<file path="config.mk">
export PLATFORM = sky130hd
export DESIGN_NAME = rxi_ctrl
export DESIGN_NICKNAME = d
export VERILOG_FILES = /design/src/rtl/rxi_pkg.sv /design/src/rtl/rxi_rx_fifo.sv /design/src/rtl/rxi_frame_cnt.sv /design/src/rtl/rxi_prio.sv /design/src/rtl/rxi_ctrl.sv
export SDC_FILE = /design/constraint.sdc
export NUM_CORES = 1
export LEC_CHECK = 0
export ABC_AREA = 1
export BUFFER_PORTS_ARGS = -buffer_cell sky130_fd_sc_hd__buf_2
export CAP_MARGIN = 20
export CORE_AREA = 2 2 115 117
export CTS_CLUSTER_SIZE = 24
export DETAILED_ROUTE_END_ITERATION = 12
export DIE_AREA = 0 0 117 119
export GPL_TIMING_DRIVEN = 0
export PLACE_DENSITY = 0.74
export SLEW_MARGIN = 10
export SYNTH_ARGS = -nofsm -noshare
export SYNTH_HDL_FRONTEND = slang
export SYNTH_SLANG_ARGS = --single-unit
</file>
<file path="constraint.sdc">
create_clock -name clk_i -period 4 [get_ports clk_i]
set_input_delay 0.6 -clock clk_i [delete_from_list [all_inputs] [get_ports clk_i]]
set_output_delay 0.6 -clock clk_i [all_outputs]
set_load 0.01 [all_outputs]
</file>
<file path="src/rtl/rxi_pkg.sv">
package rxi_pkg;
  localparam int unsigned NSRC     = 2;
  localparam int unsigned SRC_RCA  = 0;
  localparam int unsigned SRC_SPEC = 1;

  typedef enum logic {
    MODE_SPEC_ONLY  = 1'b0,
    MODE_FIRST_CHAR = 1'b1
  } rx_mode_e;
endpackage

</file>
<file path="src/rtl/rxi_rx_fifo.sv">
module rxi_rx_fifo #(
  parameter int unsigned DW    = 8,
  parameter int unsigned DEPTH = 16
) (
  input  logic          clk_i,
  input  logic          rst_ni,
  input  logic          wr_i,
  input  logic [DW-1:0] wr_data_i,
  input  logic          wr_eof_i,
  input  logic          rd_i,
  output logic [DW-1:0] rd_data_o,
  output logic          rd_eof_o,
  output logic          full_o,
  output logic          empty_o
);
  localparam int unsigned AW = (DEPTH > 1) ? $clog2(DEPTH) : 1;
  localparam int unsigned CW = $clog2(DEPTH + 1);
  localparam logic [AW-1:0] LAST = AW'(DEPTH - 1);

  logic [DW:0]   mem_q [DEPTH];
  logic [AW-1:0] wp_q, rp_q;
  logic [CW-1:0] cnt_q;

  always_ff @(posedge clk_i) begin
    if (wr_i) mem_q[wp_q] <= {wr_eof_i, wr_data_i};
  end

  always_ff @(posedge clk_i or negedge rst_ni) begin
    if (!rst_ni) begin
      wp_q  <= '0;
      rp_q  <= '0;
      cnt_q <= '0;
    end else begin
      if (wr_i) wp_q <= (wp_q == LAST) ? '0 : wp_q + 1'b1;
      if (rd_i) rp_q <= (rp_q == LAST) ? '0 : rp_q + 1'b1;
      case ({wr_i, rd_i})
        2'b10:   cnt_q <= cnt_q + 1'b1;
        2'b01:   cnt_q <= cnt_q - 1'b1;
        default: cnt_q <= cnt_q;
      endcase
    end
  end

  assign rd_data_o = mem_q[rp_q][DW-1:0];
  assign rd_eof_o  = mem_q[rp_q][DW] & ~empty_o;
  assign full_o    = (cnt_q == CW'(DEPTH));
  assign empty_o   = (cnt_q == '0);

  AST_NO_OVERFLOW: assert property (@(posedge clk_i) disable iff (!rst_ni) wr_i |-> cnt_q < CW'(DEPTH));
  AST_NO_UNDERFLOW: assert property (@(posedge clk_i) disable iff (!rst_ni) rd_i |-> cnt_q != '0);
endmodule

</file>
<file path="src/rtl/rxi_frame_cnt.sv">
module rxi_frame_cnt #(
  parameter int unsigned DEPTH = 10
) (
  input  logic clk_i,
  input  logic rst_ni,
  input  logic inc_i,
  input  logic dec_i,
  output logic full_o,
  output logic avail_o
);
  localparam int unsigned CW = $clog2(DEPTH + 1);

  logic [CW-1:0] cnt_q;

  always_ff @(posedge clk_i or negedge rst_ni) begin
    if (!rst_ni) begin
      cnt_q <= '0;
    end else begin
      case ({inc_i, dec_i})
        2'b10:   cnt_q <= cnt_q + 1'b1;
        2'b01:   cnt_q <= cnt_q - 1'b1;
        default: cnt_q <= cnt_q;
      endcase
    end
  end

  assign full_o  = (cnt_q == CW'(DEPTH));
  assign avail_o = (cnt_q != '0);

  AST_FRAME_NO_UNDERFLOW: assert property (@(posedge clk_i) disable iff (!rst_ni) dec_i |-> cnt_q != '0);
  AST_FRAME_CAP: assert property (@(posedge clk_i) disable iff (!rst_ni) inc_i |-> cnt_q < CW'(DEPTH));
endmodule

</file>
<file path="src/rtl/rxi_prio.sv">
module rxi_prio #(
  parameter int unsigned NSRC = 2
) (
  input  logic            clk_i,
  input  logic            rst_ni,
  input  logic [NSRC-1:0] ip_i,
  input  logic            ack_i,
  input  logic            rst_ius_i,
  output logic [NSRC-1:0] ius_o,
  output logic            irq_o
);
  logic [NSRC-1:0] ius_q, open_m, cand, grant, top_ius;

  // a source qualifies only if no in-service bit at or above its rank
  always_comb begin
    logic blocked, found, hit;
    blocked = 1'b0;
    found   = 1'b0;
    hit     = 1'b0;
    for (int i = NSRC - 1; i >= 0; i--) begin
      blocked   = blocked | ius_q[i];
      open_m[i] = ~blocked;
    end
    cand = ip_i & open_m;
    for (int i = NSRC - 1; i >= 0; i--) begin
      grant[i]   = cand[i] & ~found;
      found      = found | cand[i];
      top_ius[i] = ius_q[i] & ~hit;
      hit        = hit | ius_q[i];
    end
  end

  always_ff @(posedge clk_i or negedge rst_ni) begin
    if (!rst_ni)        ius_q <= '0;
    else if (rst_ius_i) ius_q <= ius_q & ~top_ius;
    else if (ack_i)     ius_q <= ius_q | grant;
  end

  assign ius_o = ius_q;
  assign irq_o = |cand;

  AST_ACK_ADDS_ONE: assert property (@(posedge clk_i) disable iff (!rst_ni)
    ack_i && !rst_ius_i && irq_o |=> $countones(ius_q) == $past($countones(ius_q)) + 1);
  AST_RST_DROPS_ONE: assert property (@(posedge clk_i) disable iff (!rst_ni)
    rst_ius_i && (ius_q != '0) |=> $countones(ius_q) + 1 == $past($countones(ius_q)));
  AST_ACK_IDLE_HOLD: assert property (@(posedge clk_i) disable iff (!rst_ni)
    ack_i && !irq_o && !rst_ius_i |=> $stable(ius_q));
endmodule

</file>
<file path="src/rtl/rxi_ctrl.sv">
module rxi_ctrl
  import rxi_pkg::*;
#(
  parameter int unsigned DW          = 8,
  parameter int unsigned RX_DEPTH    = 16,
  parameter int unsigned FRAME_DEPTH = 10
) (
  input  logic            clk_i,
  input  logic            rst_ni,
  input  logic            mode_i,
  input  logic            rx_valid_i,
  input  logic [DW-1:0]   rx_data_i,
  input  logic            rx_eof_i,
  input  logic            rd_i,
  input  logic            ack_i,
  input  logic            rst_ius_i,
  input  logic            err_rst_i,
  output logic [DW-1:0]   rd_data_o,
  output logic            rd_eof_o,
  output logic            rx_empty_o,
  output logic            irq_o,
  output logic [NSRC-1:0] ip_o,
  output logic [NSRC-1:0] ius_o,
  output logic            frame_avail_o,
  output logic            locked_o,
  output logic            overrun_o
);
  rx_mode_e mode;
  logic fifo_full, fifo_empty, head_eof, frame_full;
  logic wr_ok, drop, rd_ok, eof_rd;
  logic locked_q, overrun_q, frame_start_q;
  logic [NSRC-1:0] ip_q, ip_set, ip_clr;

  assign mode = rx_mode_e'(mode_i);

  assign wr_ok  = rx_valid_i & ~fifo_full & ~locked_q & ~(rx_eof_i & frame_full);
  assign drop   = rx_valid_i & ~wr_ok;
  assign rd_ok  = rd_i & ~fifo_empty;
  assign eof_rd = rd_ok & head_eof;

  rxi_rx_fifo #(.DW(DW), .DEPTH(RX_DEPTH)) i_rx_fifo (
    .clk_i     (clk_i),
    .rst_ni    (rst_ni),
    .wr_i      (wr_ok),
    .wr_data_i (rx_data_i),
    .wr_eof_i  (rx_eof_i),
    .rd_i      (rd_ok),
    .rd_data_o (rd_data_o),
    .rd_eof_o  (head_eof),
    .full_o    (fifo_full),
    .empty_o   (fifo_empty)
  );

  rxi_frame_cnt #(.DEPTH(FRAME_DEPTH)) i_frame_cnt (
    .clk_i   (clk_i),
    .rst_ni  (rst_ni),
    .inc_i   (wr_ok & rx_eof_i),
    .dec_i   (eof_rd),
    .full_o  (frame_full),
    .avail_o (frame_avail_o)
  );

  // special condition: end of frame read out or a dropped character
  always_comb begin
    ip_set = '0;
    ip_clr = '0;
    ip_set[SRC_SPEC] = eof_rd | drop;
    ip_clr[SRC_SPEC] = err_rst_i | ((mode == MODE_SPEC_ONLY) & rst_ius_i);
    if (mode == MODE_FIRST_CHAR) begin
      ip_set[SRC_RCA] = wr_ok & frame_start_q;
      ip_clr[SRC_RCA] = rd_ok;
    end else begin
      ip_set[SRC_RCA] = eof_rd;
      ip_clr[SRC_RCA] = rst_ius_i;
    end
  end

  always_ff @(posedge clk_i or negedge rst_ni) begin
    if (!rst_ni) begin
      ip_q          <= '0;
      locked_q      <= 1'b0;
      overrun_q     <= 1'b0;
      frame_start_q <= 1'b1;
    end else begin
      ip_q <= ip_set | (ip_q & ~ip_clr);
      if (err_rst_i)                                locked_q <= 1'b0;
      else if (eof_rd && mode == MODE_FIRST_CHAR)   locked_q <= 1'b1;
      if (err_rst_i)  overrun_q <= 1'b0;
      else if (drop)  overrun_q <= 1'b1;
      if (wr_ok) frame_start_q <= rx_eof_i;
    end
  end

  rxi_prio #(.NSRC(NSRC)) i_prio (
    .clk_i     (clk_i),
    .rst_ni    (rst_ni),
    .ip_i      (ip_q),
    .ack_i     (ack_i),
    .rst_ius_i (rst_ius_i),
    .ius_o     (ius_o),
    .irq_o     (irq_o)
  );

  assign ip_o       = ip_q;
  assign rd_eof_o   = head_eof;
  assign rx_empty_o = fifo_empty;
  assign locked_o   = locked_q;
  assign overrun_o  = overrun_q;

  AST_LOCK_DROPS: assert property (@(posedge clk_i) disable iff (!rst_ni)
    locked_q && rx_valid_i && !err_rst_i |=> overrun_o);
  AST_MODE1_SPEC_HOLD: assert property (@(posedge clk_i) disable iff (!rst_ni)
    mode_i && !err_rst_i && ip_q[SRC_SPEC] |=> ip_o[SRC_SPEC]);
  AST_MODE0_NO_LOCK: assert property (@(posedge clk_i) disable iff (!rst_ni)
    !mode_i && !locked_q |=> !locked_o);
  AST_MODE0_RST_CLEARS: assert property (@(posedge clk_i) disable iff (!rst_ni)
    !mode_i && rst_ius_i && !rd_i && !rx_valid_i |=> ip_o == '0);
  AST_IRQ_NEEDS_IP: assert property (@(posedge clk_i) disable iff (!rst_ni)
    irq_o |-> ip_q != '0);
endmodule

</file>
* Word-level counts from Yosys, hierarchy flattened
Memories as Yosys holds them, arrays and structs flattened. Index checks and enable logic that the tools add are counted.
Word-level totals: bits in writable memories 144, memories kept 1, logic and storage cells 79, input port bits 17, output and inout port bits 18, flip-flop bits (word level) 24
Memory list:
- i_rx_fifo.mem_q | words 16, bits a word 9, rd ports 1, clocked after memory_dff 0, write ports 1, RTL line rxi_rx_fifo.sv:20 | logic [DW:0] mem_q [DEPTH];
Operators by class: equality and inequality tests 8, add/subtract/negate cells 6, muxes and demuxes 14, bitwise operators 32, reduce and logical (&&, ||, !) cells 9
Operators by type and width (count):
- $and 1x1->1 | 13
- $add 4x1->4 const B | 3
- $eq 4x4->1 const B | 3
- $pmux 5 s2 | 1
- $reduce_bool 2->1 | 5
- $not 1->1 | 9
- $mux 1 | 8
- $mux 4 | 2
- $pmux 4 s2 | 1
- $and 2x2->2 | 3
- $add 5x1->5 const B | 1
- $eq 5x5->1 const B | 1
- $logic_not 5->1 | 1
- $sub 5x1->5 const B | 1
- $eq 2x1->1 const B | 2
- $eq 2x2->1 const B | 2
- $mux 2 | 2
- $not 2->2 | 2
- $or 2x2->2 | 2
- $reduce_bool 4->1 | 1
- $sub 4x1->4 const B | 1
- $or 1x1->1 | 3
- $reduce_or 2->1 | 1
- $logic_and 1x1->1 | 1

* Logic depth before layout (Yosys ltp)
word-level depth 9, depth in mapped cells 16, mapped depth without buffers 15

* Hierarchy
From an unflattened synthesis, not the netlist that was laid out.
Second synthesis, totals: cell total of the unflattened synthesis 665, area total of the unflattened synthesis 7305.8 um2
Modules (own cells, without submodules):
- rxi_rx_fifo | area each 6628.9 um2, cells an instance 574, seq. area each 4649.5 um2, times used 1
- rxi_frame_cnt | area each 299.0 um2, cells an instance 41, seq. area each 100.1 um2, times used 1
- rxi_ctrl | area each 272.8 um2, cells an instance 35, seq. area each 126.4 um2, times used 1
- rxi_prio | area each 105.1 um2, cells an instance 15, seq. area each 50.0 um2, times used 1

* Worst setup path before layout
No wires, ideal clock.
kind input -> register, start point in rx_valid_i, end point reg i_frame_cnt.cnt_q[3], path slack 1545 ps, cell stages on the path 12, data arrival time 2331 ps, setup time 125 ps, cells stage by stage inv_1 > nor2_1 > nand3_1 > inv_1 > buf_4 > nand2_1 > ha_1 > ha_1 > a21oi_1 > o21ai_0 > xor2_1 > mux2_2
On the way: longest elaborated chain between the ends 6, elaborated cells between the ends (all ways) 8
Ends and longest elaborated chain:
- start: declaration | RTL line rxi_ctrl.sv:11 | input logic rx_valid_i,
- $and 1x1->1 * (3 in series) | RTL line rxi_ctrl.sv:36 | assign wr_ok = rx_valid_i & ~fifo_full & ~locked_q & ~(rx_eof_i & frame_full);
- $and 1x1->1 * | RTL line rxi_ctrl.sv:57 | .inc_i (wr_ok & rx_eof_i),
- $eq 2x1->1 or $eq 2x2->1 (tied branches) | RTL line rxi_frame_cnt.sv:19 | case ({inc_i, dec_i})
- $pmux 4 s2 or $reduce_bool 2->1 (tied branches)
- end signal: assignment | RTL line rxi_frame_cnt.sv:20 | 2'b10: cnt_q <= cnt_q + 1'b1;
- end signal: assignment | RTL line rxi_frame_cnt.sv:21 | 2'b01: cnt_q <= cnt_q - 1'b1;
- end signal: assignment | RTL line rxi_frame_cnt.sv:22 | default: cnt_q <= cnt_q;
- end: declaration | RTL line rxi_frame_cnt.sv:13 | logic [CW-1:0] cnt_q;
Every way passes the cells marked *; elsewhere a longest branch is shown, timed or not. A chain may end at the register's enable or synchronous reset.

* Final worst setup path
start point reg i_rx_fifo.rp_q[0], end point out rd_data_o[1]
On the way: longest elaborated chain between the ends 1
Ends and longest elaborated chain:
- start: declaration | RTL line rxi_rx_fifo.sv:21 | logic [AW-1:0] wp_q, rp_q;
- start signal: assignment | RTL line rxi_rx_fifo.sv:35 | if (rd_i) rp_q <= (rp_q == LAST) ? '0 : rp_q + 1'b1;
- $mem_v2 16x9
- end: declaration | RTL line rxi_ctrl.sv:18 | output logic [DW-1:0] rd_data_o,
No other way between the ends.

==> results.tsv <==
stage	metric	value	unit
global_routing	first-pass GRT wire length	25.3	mm
clocking	clock latency on the worst-skew pair	430	ps
yosys	Main synth FF type	edfxtp_1	
critical_path	Arr. time, crit path	2540	ps
global_routing	Overall Global Routing Usage	25.3	%
routing	Via Count	4878	
sta	setup tns final	0	ps
yosys	yosys warns	0	
placement	# port buffers	34	
yosys	Seq cells post-synth	168	
global_routing	vias in the first global route	4773	
floorplan	Top Ports	35	
routing	DRC errors left	0	
finish	layout cells sized above 1	13.4	%
sta	setup ws final	860	ps
routing	ANT nets after route	0	
sta	Final Slew Violations	0	
finish	diodes inserted	0	
finish	commonest non-fill, non-tap cell in the layout	edfxtp_1	
finish	fin area	8110	um2
sta	endpoints failing hold	0	
critical_path	CP Launch Type	flip-flop	
floorplan	Die Ht	119	um
critical_path	CP Cell Sequence	inv_2 -> clkbuf_1 -> o21ai_0 -> o211ai_1 -> o2111ai_1 -> o21ai_1 -> buf_2	
clocking	Clock Sinks	168	
floorplan	# rows	42	
clocking	H-Tree Depth	4	
sta	final period utilization	78.5	%
yosys	Synth Instances	621	
global_routing	maximum number of pins on one net before global-route repair	25	
power	total power	0.00610	W
routing	initial DRC count	560	
critical_path	Required @ worst endpoint	3400	ps
sta	clk_skew	7.20	ps
clocking	CTS Hold Buffers Added	0	
critical_path	Worst R2R Start	i_rx_fifo.cnt_q[0]	
critical_path	RR Endpoint	i_frame_cnt.cnt_q[3]	
floorplan	Core ar.	12900	um2
power	combinational share of power	37.8	%
job	Max Cap Viol	0	
status	outcome	finished clean	
critical_path	Max FO, Critical Path	10	
placement	DP Area	7550	um2
yosys	Mapped Area	7160	um2
placement	pre-CTS setup slack	959	ps
clocking	Clock transition at path regs	60	ps
global_routing	GRT overflow	0	
global_routing	number of antenna violations at the first check in global routing	0	
yosys	ys async rst share	14.3	%
power	PD cells	752	nW/um2
power	Pint	0.00376	W
worst_hold_path	worst min path class	in -> async	
clocking	clk root buf	clkbuf_16	
critical_path	CP top delay family	buffers and inverters	
power	Switching Share	38.4	%
routing	vias per cell	5.64	
sta	Fmax	318	MHz
sta	Max-slew headroom	29.1	%
finish	filler instances	972	
critical_path	Bufs and invs on worst path	3	
yosys	post-synthesis cell type count	33	
sta	Setup-failing EPs final	0	
clocking	Num CTS Buffers	17	
placement	routability cong.	0.830	
finish	commonest cells after routing, fill and taps aside	144 x edfxtp_1, 121 x nand2_1, 85 x nor2_1	
critical_path	slowest stage cell on the critical path	clkbuf_1	
power	Seq pwr share	37.5	%
yosys	register area share after synthesis	68.8	%
routing	WL final	16.6	mm
floorplan	chip width	117	um
critical_path	CP peak stage delay	480	ps
clocking	postcts setup bufs	0	
yosys	Post-synth EDFFs	144	
sta	minimum clock period	3140	ps
floorplan	die area	13900	um2
clocking	Longest Clk Path Bufs	2	
yosys	Syn Nets	651	
sta	WHS	170	ps
critical_path	flop2flop setup slack	1190	ps
placement	HPWL after detailed placement	10.8	mm
power	Clock Power Share	24.7	%
routing	Routed wire per std cell	19.2	um
critical_path	Reg2Reg Depth	12	
sta	Worst-Margin Slew	1060	ps
floorplan	starting density of the core	55.6	%
power	LEAKAGE	3.11	nW
routing	first drt pass iteration count	5	
clocking	post-CTS resize count	0	
sta	RSZ-0062 raised after global routing	no	
critical_path	nature of the critical path endpoint	primary output	
power	worst vdd ir	458	uV
power	sw power	0.00234	W
finish	Post-layout nets	706	
clocking	CTS tree	yes	
critical_path	Setup CP Type	reg -> out	
finish	layout overhead on the synthesized area	13.3	%
yosys	syn avg cell area	11.5	um2
[power by group through the flow]
stage / Combinational [W] / Clock, W / Sequential, W
6_report: 0.00231 / 0.00150 / 0.00229
5_1_grt: 0.00254 / 0.00158 / 0.00231
4_1_cts: 0.00229 / 0.00151 / 0.00229
3_5_place_dp: 0.00227 / 0 / 0.00232
3_3_place_gp: 0.00218 / 0 / 0.00231
2_1_floorplan: 0.00151 / 0 / 0.00230
[registers in the layout, indices dropped and copies added (netlist names)]
signal             count
frame_start_q          1
i_prio.ius_o           2
i_frame_cnt.cnt_q      4
ip_o                   2
locked_o               1
i_rx_fifo.mem_q      144
i_rx_fifo.cnt_q        5
i_rx_fifo.wp_q         4
i_rx_fifo.rp_q         4
overrun_o              1
[metal layers]
metal	vias up	GRT usage, %	part of all wire (%)
met5	-	0	0
met4	0	11.5	2.8
met3	35	5.24	7.0
met2	215	41.3	50
met1	2361	32.5	40
li1	2267	-	-
[cell families (layout without fill, tap and decap cells)]
family,Yosys count,count (layout),share of synthesized area (%)
and+or+nand+nor,241,241,13.4
buffers and inverters,75,143,4.70
AOI/OAI and AO/OA,109,109,8.84
DFF,168,168,68.8
muxes,1,1,0.157
xor gates and xnor gates,14,14,1.71
adders and majority gates,13,13,2.38
[worst reg2reg max path, cell delays in order, from the launching register on]
cell      delay [ps]
dfrtp_1          420
nor2_1           170
nand4_1          120
nand2_1          170
clkinv_1         290
nand2_1          210
inv_2             60
ha_1             260
ha_1             350
a21oi_1          120
o21ai_0          110
xor2_1           150
mux2_2           260
[worst max path at each step]
stage,cells past startpoint,to,from
6_report,7,rd_data_o[1],i_rx_fifo.rp_q[0]
5_1_grt,7,rd_data_o[1],i_rx_fifo.rp_q[0]
4_1_cts,7,rd_data_o[1],i_rx_fifo.rp_q[0]
3_5_place_dp,12,i_frame_cnt.cnt_q[3],rx_eof_i
3_3_place_gp,12,i_frame_cnt.cnt_q[3],rx_eof_i
2_1_floorplan,12,i_frame_cnt.cnt_q[3],rx_valid_i
[cells in the mapped netlist (all sizes together), types with 10 or more instances]
master	instances	area, um2
a21oi	13	65.1
buf	21	133
dfrtp	23	576
edfxtp	144	4320
ha	12	150
inv	47	176
nand2	121	454
nand3	30	150
nor2	86	330
o211ai	14	105
o21ai	59	295
xor2	10	87.6
[per-stage QoR]
stage | util (%) | cells
finish | 63.0 | 865
global route | 63.0 | 865
CTS | 62.8 | 863
detailed placement | 58.6 | 831
global placement | 58.6 | 831
floorplan | - | 621
[layout make-up]
| class | instances | area [um2] | area share (%) |
|---|---|---|---|
| Tap cell | 176 | 220 | 2.72 |
| Inverter | 49 | 184 | 2.27 |
| Multi-Input combinational cell | 378 | 1900 | 23.4 |
| Timing Repair Buffer | 36 | 189 | 2.33 |
| Buffer | 26 | 153 | 1.88 |
| Sequential cell | 168 | 4930 | 60.8 |
| Clock inverter | 13 | 108 | 1.33 |
| Clock buffer | 19 | 433 | 5.34 |
Power figures use the tool's default switching activity.
